**config.mk**
```make
export PLATFORM = sky130hd
export DESIGN_NAME = chan_sum_formatter
export DESIGN_NICKNAME = d
export VERILOG_FILES = /design/src/rtl/sumfmt_pkg.sv /design/src/rtl/sumfmt_adder.sv /design/src/rtl/sumfmt_limiter.sv /design/src/rtl/sumfmt_encoder.sv /design/src/rtl/chan_sum_formatter.sv
export SDC_FILE = /design/constraint.sdc
export NUM_CORES = 1
export LEC_CHECK = 0
export BUFFER_PORTS_ARGS = -buffer_cell sky130_fd_sc_hd__buf_2
export CELL_PAD_IN_SITES_DETAIL_PLACEMENT = 0
export CELL_PAD_IN_SITES_GLOBAL_PLACEMENT = 1
export CORE_ASPECT_RATIO = 1.75
export CORE_MARGIN = 4
export CORE_UTILIZATION = 44
export CTS_BUF_LIST = sky130_fd_sc_hd__clkbuf_4
export CTS_CLUSTER_SIZE = 25
export DETAILED_ROUTE_END_ITERATION = 8
export HOLD_SLACK_MARGIN = 0.15
export PLACE_DENSITY = 0.94
export SETUP_SLACK_MARGIN = 0.2
export SYNTH_ARGS = -nofsm -noshare
export SYNTH_HDL_FRONTEND = slang
export SYNTH_SLANG_ARGS = --single-unit
```
**constraint.sdc**
```tcl
create_clock -name clk -period 9 [get_ports clk]
set_input_delay 0.9 -clock clk [delete_from_list [all_inputs] [get_ports clk]]
set_output_delay 0.9 -clock clk [all_outputs]
set_load 0.01 [all_outputs]
```
**src/rtl/sumfmt_pkg.sv**
```systemverilog
package sumfmt_pkg;
   localparam int CTRL_W    = 7;
   localparam int CB_CLIP   = 0;
   localparam int CB_OFFSET = 1;
   localparam int CB_DUAL   = 3;
   localparam int CB_WB_OFF = 4;

   typedef struct packed {
      logic wb_off;
      logic dual;
      logic offset;
      logic clip;
   } sumfmt_mode_t;

   function automatic sumfmt_mode_t decode_mode(input logic [CTRL_W-1:0] cw);
      sumfmt_mode_t m;
      m.clip   = cw[CB_CLIP];
      m.offset = cw[CB_OFFSET];
      m.dual   = cw[CB_DUAL];
      m.wb_off = cw[CB_WB_OFF];
      return m;
   endfunction
endpackage

```
**src/rtl/sumfmt_adder.sv**
```systemverilog
module sumfmt_adder #(
   parameter int IN_W  = 18,
   parameter int N_IN  = 5,
   parameter int ACC_W = 21
) (
   input  logic [N_IN*IN_W-1:0]    terms,
   input  logic [N_IN-1:0]         term_en,
   output logic signed [ACC_W-1:0] total
);
   if (ACC_W < IN_W) begin : g_bad_w
      $error("sumfmt_adder: ACC_W must be at least IN_W");
   end

   logic signed [ACC_W-1:0] partial [N_IN+1];
   assign partial[0] = '0;

   for (genvar i = 0; i < N_IN; i++) begin : g_term
      logic signed [ACC_W-1:0] ext;
      assign ext = ACC_W'($signed(terms[i*IN_W +: IN_W]));
      assign partial[i+1] = partial[i] + (term_en[i] ? ext : '0);
   end

   assign total = partial[N_IN];
endmodule

```
**src/rtl/sumfmt_limiter.sv**
```systemverilog
module sumfmt_limiter #(
   parameter int ACC_W = 21,
   parameter int OUT_W = 18
) (
   input  logic signed [ACC_W-1:0] acc_in,
   input  logic                    clip_en,
   output logic [OUT_W-1:0]        lim_out
);
   if (OUT_W > ACC_W) begin : g_bad_w
      $error("sumfmt_limiter: OUT_W must not exceed ACC_W");
   end

   if (ACC_W == OUT_W) begin : g_pass
      logic unused_clip;
      assign unused_clip = clip_en;
      assign lim_out     = acc_in;
   end else begin : g_sat
      localparam int TOP_W = ACC_W - OUT_W + 1;
      logic [TOP_W-1:0] top_bits;
      logic             over;
      assign top_bits = acc_in[ACC_W-1:OUT_W-1];
      assign over     = !((&top_bits) || !(|top_bits));
      always_comb begin
         if (clip_en && over) begin
            lim_out = acc_in[ACC_W-1] ? {1'b1, {(OUT_W-1){1'b0}}}
                                      : {1'b0, {(OUT_W-1){1'b1}}};
         end else begin
            lim_out = acc_in[OUT_W-1:0];
         end
      end
   end
endmodule

```
**src/rtl/sumfmt_encoder.sv**
```systemverilog
module sumfmt_encoder #(
   parameter int OUT_W = 18
) (
   input  logic [OUT_W-1:0] val_in,
   input  logic             offset_en,
   output logic [OUT_W-1:0] enc_out
);
   if (OUT_W < 2) begin : g_bad_w
      $error("sumfmt_encoder: OUT_W must be at least 2");
   end
   assign enc_out = {val_in[OUT_W-1] ^ offset_en, val_in[OUT_W-2:0]};
endmodule

```
**src/rtl/chan_sum_formatter.sv**
```systemverilog
module chan_sum_formatter
   import sumfmt_pkg::*;
#(
   parameter int NUM_CH   = 4,
   parameter int SAMPLE_W = 18,
   parameter int OUT_W    = 18,
   parameter int GUARD_W  = 3
) (
   input  logic                       clk,
   input  logic                       rst_n,
   input  logic [CTRL_W-1:0]          ctrl_word,
   input  logic [NUM_CH*SAMPLE_W-1:0] ch_data,
   input  logic [SAMPLE_W-1:0]        wb_data,
   output logic [OUT_W-1:0]           dout_a,
   output logic [OUT_W-1:0]           dout_b
);
   localparam int ACC_W  = SAMPLE_W + GUARD_W;
   localparam int HALF   = NUM_CH / 2;
   localparam int UPPER  = NUM_CH - HALF;
   localparam int N_A    = NUM_CH + 1;
   localparam int LANES  = 2;
   localparam logic signed [ACC_W-1:0] SAT_MAX = ACC_W'((64'sd1 <<< (OUT_W-1)) - 64'sd1);
   localparam logic signed [ACC_W-1:0] SAT_MIN = -SAT_MAX - ACC_W'(1);

   if (NUM_CH < 2 || (NUM_CH % 2) != 0) begin : g_bad_ch
      $error("chan_sum_formatter: NUM_CH must be even and at least 2");
   end
   if (GUARD_W < $clog2(NUM_CH + 2)) begin : g_bad_guard
      $error("chan_sum_formatter: GUARD_W too small for NUM_CH plus wideband");
   end
   if (OUT_W > ACC_W || OUT_W < 2) begin : g_bad_out
      $error("chan_sum_formatter: OUT_W out of range");
   end

   sumfmt_mode_t mode;
   assign mode = decode_mode(ctrl_word);

   // Lane A term set: all channels then the wideband sample
   logic [N_A*SAMPLE_W-1:0] terms_a;
   logic [N_A-1:0]          en_a;
   assign terms_a = {wb_data, ch_data};

   for (genvar i = 0; i < N_A; i++) begin : g_en_a
      if (i < HALF) begin : g_low
         assign en_a[i] = 1'b1;
      end else if (i < NUM_CH) begin : g_high
         assign en_a[i] = !mode.dual;
      end else begin : g_wb
         assign en_a[i] = !mode.wb_off;
      end
   end

   logic signed [ACC_W-1:0] lane_sum [LANES];

   sumfmt_adder #(.IN_W(SAMPLE_W), .N_IN(N_A), .ACC_W(ACC_W)) u_add_a (
      .terms   (terms_a),
      .term_en (en_a),
      .total   (lane_sum[0])
   );

   sumfmt_adder #(.IN_W(SAMPLE_W), .N_IN(UPPER), .ACC_W(ACC_W)) u_add_b (
      .terms   (ch_data[NUM_CH*SAMPLE_W-1:HALF*SAMPLE_W]),
      .term_en ({UPPER{1'b1}}),
      .total   (lane_sum[1])
   );

   logic [OUT_W-1:0] lane_fmt [LANES];

   for (genvar l = 0; l < LANES; l++) begin : g_lane
      logic [OUT_W-1:0] lim;
      sumfmt_limiter #(.ACC_W(ACC_W), .OUT_W(OUT_W)) u_lim (
         .acc_in  (lane_sum[l]),
         .clip_en (mode.clip),
         .lim_out (lim)
      );
      sumfmt_encoder #(.OUT_W(OUT_W)) u_enc (
         .val_in    (lim),
         .offset_en (mode.offset),
         .enc_out   (lane_fmt[l])
      );
   end

   always_ff @(posedge clk) begin
      if (!rst_n) begin
         dout_a <= '0;
         dout_b <= '0;
      end else begin
         dout_a <= lane_fmt[0];
         dout_b <= mode.dual ? lane_fmt[1] : '0;
      end
   end

   AST_SECOND_BUS_IDLE: assert property (@(posedge clk) disable iff (!rst_n)
      !ctrl_word[CB_DUAL] |=> dout_b == '0);
   AST_CLIP_HIGH: assert property (@(posedge clk) disable iff (!rst_n)
      (ctrl_word[CB_CLIP] && !ctrl_word[CB_OFFSET] && lane_sum[0] > SAT_MAX)
      |=> dout_a == SAT_MAX[OUT_W-1:0]);
   AST_CLIP_LOW: assert property (@(posedge clk) disable iff (!rst_n)
      (ctrl_word[CB_CLIP] && !ctrl_word[CB_OFFSET] && lane_sum[0] < SAT_MIN)
      |=> dout_a == SAT_MIN[OUT_W-1:0]);
   AST_WRAP_LOW_BITS: assert property (@(posedge clk) disable iff (!rst_n)
      (!ctrl_word[CB_CLIP] && !ctrl_word[CB_OFFSET])
      |=> dout_a == $past(lane_sum[0][OUT_W-1:0]));
   AST_OFFSET_MSB: assert property (@(posedge clk) disable iff (!rst_n)
      (!ctrl_word[CB_CLIP] && ctrl_word[CB_OFFSET])
      |=> dout_a == {~$past(lane_sum[0][OUT_W-1]), $past(lane_sum[0][OUT_W-2:0])});
endmodule

```
==> results of run 1 <==
==> power by group <==
group / internal, mW / switching (mW)
clock: 0.0360 / 0.0548
combinational: 0.368 / 0.482
sequential: 0.207 / 0.0112
==> flip-flops by register name (all words and copies together) (netlist names) <==
register and cells:
dout_a 18, dout_b 18
==> cell usage after synthesis, drive strengths merged (2+ instances only) <==
library cell  number  share of area
inv               70          0.052
ha                56           0.14
nand2b            44          0.055
fa                39           0.16
a21oi             37          0.037
nor2              37          0.028
dfxtp             36           0.14
o21ai             33          0.033
a21o              30          0.046
xnor2             25          0.044
nand2             23          0.017
nor2b             20          0.025
xor2              19          0.033
nand3             15          0.017
nor3              12          0.013
clkbuf             9         0.0067
o21a               8          0.012
o21bai             7          0.010
and3               6         0.0075
o2111ai            6          0.012
buf                5         0.0087
o31ai              5         0.0085
or3                5         0.0072
a211oi             4         0.0070
a21boi             4         0.0060
a31oi              4         0.0080
o31a               4         0.0070
and2               3         0.0038
mux2i              3         0.0060
o211ai             3         0.0045
a211o              2         0.0035
a311oi             2         0.0035
a31o               2         0.0035
a41oi              2         0.0035
nand4              2         0.0025
nor3b              2         0.0030
o22ai              2         0.0025
o311ai             2         0.0035
==> metal layers <==
layer | vias to the layer above | global-route usage | share of wire
li1 | 2292 | - | -
met3 | 39 | 0.0193 | 0.049
met5 | - | 0 | 0
met2 | 148 | 0.408 | 0.55
met1 | 2156 | 0.221 | 0.35
met4 | 0 | 0.115 | 0.048
==> logic make-up after synthesis <==
kind of cell / Yosys count
buf+inv: 84
compound gates: 162
flops: 36
xor+xnor: 44
mux: 3
simple gates: 173
fa+ha+maj: 95
==> path summary, 6_finish.rpt <==
check | to | slack (ns)
setup / recovery | dout_a[3] | 3.22
hold / removal | dout_a[17] | 0.86
==> cell type report <==
cell class                 count  area (µm²)  area share
antenna                        1        2.50    0.000431
tap                          132         165      0.0284
multi-input combinational    477        3940       0.679
sequential                    36         721       0.124
clock inverter                 1        3.75    0.000646
inverter                      70         263      0.0452
timing repair buffer         131         656       0.113
clock buffer                   7        52.6     0.00905
==> worst max-delay path, cell delays in order <==
cell	delay (ns)
buf_2	0.10
ha_1	0.20
inv_1	0.07
fa_1	0.20
nor2b_1	0.06
o21a_1	0.19
o21ai_0	0.21
a21o_1	0.15
nand2_1	0.13
a211oi_1	0.35
o21ai_0	0.17
xnor2_1	0.20
fa_1	0.46
ha_1	0.44
a211oi_2	0.32
o211ai_1	0.15
a21o_1	0.22
or4b_4	0.48
nand3_2	0.12
nor3_2	0.06
nor4_4	0.68
a31o_2	0.20
==> through the flow <==
stage          instance area (µm²)  hold WS [ns]  cells  setup slack [ns]
4_1_cts                       5800         0.852    854              3.25
3_3_place_gp                  5750          1.22    846              2.98
2_1_floorplan                 5000          1.02    597              3.84
3_5_place_dp                  5750          1.23    846              2.91
6_report                      5810         0.858    855              3.22
5_1_grt                       5810         0.866    855              2.86
==> results_dict.tcl, run 1 <==
set metrics [dict create \
    start_util 0.451 \
    slew_headroom 0.469 \
    die_h_um 149 \
    post_cts_buffers 0 \
    synth_top_family_by_area "adder cells" \
    timing.final.crit_period_ns 5.78 \
    core_mm2 0.0111 \
    cellPowerDensity_mw_per_mm2 200 \
    utilization 0.523 \
    synth-simple-area-share 0.189 \
    cp_max_fo 14 \
    wl_per_cell_um 15.9 \
    start_kind "primary input" \
    pin_count 135 \
    synthMuxAreaShare 0.00600 \
    min_path_type "in -> reg" \
    grt_pass1_wl_um 22400 \
    ctsRootBufferMaster "clkbuf_4" \
    cts_tree "done" \
    drv_slew 0 \
    antenna_found_initial 1 \
    hold_buffers 0 \
    fin_crit_sh 0.642 \
    synth_edf_count 0 \
    vdd_ir_drop_max_uv 91.6 \
    row_count 51 \
    route.detailed.drc 0 \
    ys_warn_count 0 \
    num-fill-cells 1138 \
    avgSynthCellArea_um2 8.38 \
    first_pass_iters 4 \
    crit_path_start "ch_data[0]" \
    yosysUniqueCellTypes 58 \
    viasPerCell 5.42 \
    grt_pass1_vias 4922 \
    synthAdderAreaFrac 0.296 \
    vias 4635 \
    rsz0062_at_grt "false" \
    clock-sinks 36 \
    synth_xor_area_frac 0.0770 \
    grt_usage 0.215 \
    power.total_mw 1.16 \
    htree_levels 2 \
    cts-buffers-inserted 5 \
    numPortBuffers 131 \
    path_class "in -> reg" \
    dieWidth_um 88.6 \
    netlist_instances 597 \
    arrival_ns 6.08 \
    syn_to_final_growth_pct 16.0 \
    fmax_mhz 173 \
    worstMarginPinSlew_ns 0.790 \
    leakagePower_nw 2.98 \
    hold_path_startpoint "rst_n" \
    mostFrequentLayoutCells "buf_2 (131), inv_1 (70), ha_1 (56), nand2b_1 (44), fa_1 (39)" \
    ant_nets 0 \
    dieArea_mm2 0.0132 \
    yosys_register_bits 36 \
    clk_pin_slew_ns 0.12 \
    synthFlopType "dfxtp_1" \
    crit_path_end_kind "register" \
    hpwl_um 11800 \
    hold_violations 0 \
    cts_resized 0 \
    async_flop_share 0 \
    gp_congestion 0.927 \
    nets 915 \
    max_cap_violations 0 \
    syn_area_mm2 0.00500 \
    setup_viol 0 \
    clockBufferDepth 2 \
    synth-compound-area-share 0.220 \
    syn-num-nets 791 \
    drt-initial-drc-count 168 \
    layout_commonest_cell "buf_2" \
    setup_tns_ns 0 \
    drive_gt1_frac 0.213 \
    holdPathStages 2 \
    grt_max_degree 39 \
    required_ns 9.30 \
    wl_um 13600 \
    grt.overflow.total 0 \
    outcome "completed" \
    ys_seq_area_frac 0.144 \
]
No activity file was read; power rests on OpenSTA's default activity.
==> inputs of run 2 (changes only) <==
CORE_UTILIZATION = 37   (was 44)
PLACE_DENSITY = 0.84   (was 0.94)
clock period = 5 ns   (was 9 ns; I/O delays follow)
==> results_dict.tcl, run 2 (synthesized netlist as in run 1, its figures left out) <==
set metrics [dict create \
    outcome "completed" \
    grt_max_degree 21 \
    drive_gt1_frac 0.274 \
    vias 4802 \
    ant_nets 0 \
    seqPwrFrac 0.167 \
    htree_levels 2 \
    timing.final.crit_period_ns 4.69 \
    route.detailed.drc 0 \
    p_int_mw 1.28 \
    grt.overflow.total 0 \
    hold_end "dout_b[17]" \
    grt_usage 0.188 \
    core_mm2 0.0133 \
    wl_per_cell_um 15.4 \
    fin_crit_sh 0.938 \
    hold_buffers 0 \
    setup_ws_ns 0.311 \
    clockBufferDepth 2 \
    hold_ws_ns 0.489 \
    wl_um 14400 \
    dieArea_mm2 0.0155 \
    switching_share 0.454 \
    setup_tns_ns 0 \
    rsz0062_at_grt "false" \
    worstMarginPinSlew_ns 0.619 \
    hpwl_um 12400 \
    cp_cell_sequence "buf_2 -> ha_1 -> a21o_1 -> a21oi_4 -> nor3b_4 -> o31ai_4 -> a31oi_2 -> o21ai_0 -> a21oi_1 -> xnor2_1 -> fa_1 -> ha_1 -> nand4_1 -> nor2_1 -> o2111a_1 -> or4b_4 -> nand3_4 -> nand3_2 -> a31oi_4 -> clkbuf_16 -> a21o_2" \
    nets 952 \
    cp_slowest_cell "or4b_4" \
    instances_no_fill 934 \
    first_pass_iters 4 \
    max_stage_delay_ns 0.53 \
    leakagePower_nw 3.21 \
    utilization 0.477 \
    setup_viol 0 \
    required_ns 5.29 \
    start_kind "primary input" \
    row_count 56 \
    ctsRootBufferMaster "clkbuf_4" \
    power_frac_clock 0.070 \
    max_cap_violations 0 \
    cts_tree "done" \
    hold_path_startpoint "rst_n" \
    placed_cell_area_mm2 0.00607 \
    path_class "in -> reg" \
    crit_family "compound AO/OA/AOI/OAI gates" \
    grt_pass1_vias 5023 \
    critPathBufInv 2 \
    die_h_um 162 \
    numPortBuffers 131 \
    grt_pass1_wl_um 23000 \
    hold_violations 0 \
    cellPowerDensity_mw_per_mm2 369 \
    cts-buffers-inserted 5 \
    layout_commonest_cell "buf_2" \
    slew_headroom 0.587 \
    path_common_cell "ha_1" \
    clock-sinks 36 \
    start_util 0.376 \
    cp_max_fo 8 \
    arrival_ns 4.98 \
    postLayoutCellArea_mm2 0.00634 \
    antenna_found_initial 1 \
    clk_pin_slew_ns 0.12 \
    post-place-cells 921 \
    drv_slew 0 \
    syn_to_final_growth_pct 26.8 \
    switchingPower_mw 1.06 \
    min_path_type "in -> reg" \
    power_frac_comb 0.763 \
    power.total_mw 2.34 \
    gp_congestion 0.870 \
    num-fill-cells 1347 \
    dieWidth_um 95.9 \
    viasPerCell 5.14 \
    mostFrequentLayoutCells "buf_2 (131), inv_1 (70), ha_1 (52), nand2b_1 (44), fa_1 (39)" \
    pin_count 135 \
    fmax_mhz 213 \
    dp_slack_ns -0.250 \
    crit_path_end_kind "register" \
    drt-initial-drc-count 113 \
    vdd_ir_drop_max_uv 160 \
    holdPathStages 3 \
    top_regs "dout_a x18, dout_b x18" \
]
run 2: area by class of cell:
| class | count | area (µm²) | share of cell area |
|---|---|---|---|
| Tap cell | 174 | 218 | 0.0343 |
| Antenna cell | 1 | 2.50 | 0.000394 |
| Clock buffer | 7 | 52.6 | 0.00828 |
| Multi-Input combinational cell | 477 | 4090 | 0.645 |
| Inverter | 70 | 263 | 0.0414 |
| Clock inverter | 1 | 3.75 | 0.000592 |
| Sequential cell | 36 | 721 | 0.114 |
| Timing Repair Buffer | 168 | 993 | 0.157 |
run 2: worst max-delay path by stage:
stage / startpoint / to / slack [ns] / depth (start not counted)
finish: ch_data[6] / dout_a[12] / 0.31 / 21
detailed placement: ch_data[0] / dout_a[0] / -0.25 / 23
CTS: ch_data[0] / dout_a[0] / 0.21 / 22
floorplan: ch_data[0] / dout_a[15] / 0.24 / 23
global route: ch_data[6] / dout_a[0] / 0.14 / 21
global placement: ch_data[0] / dout_a[3] / -0.17 / 24
run 2: tightest hold or removal path, stage by stage:
cell	delay [ns]
buf_2	0.15
nand2_1	0.10
nor2_1	0.06
run 2: power groups by stage:
| stage | logic [mW] | registers, mW | clock network (mW) |
|---|---|---|---|
| global placement | 1.61 | 0.400 | 0 |
| detailed placement | 1.65 | 0.400 | 0 |
| floorplan | 1.09 | 0.445 | 0 |
| global route | 1.99 | 0.401 | 0.180 |
| finish | 1.79 | 0.391 | 0.164 |
| CTS | 1.67 | 0.393 | 0.170 |
run 2: repair_timing:
item,CTS,global route
cloned,0,2
hold endpoints to repair,0,0
setup endpoints to repair,17,17
gates resized for setup,4,25
buffers inserted,1,1
pin swaps,1,21
run 2: layer usage:
metal,global-route usage,vias to the layer above,routed length (µm)
li1,-,2372,-
met1,0.196,2237,5180
met2,0.360,151,7840
met3,0.0153,42,662
met4,0.0946,0,698
met5,0,-,0
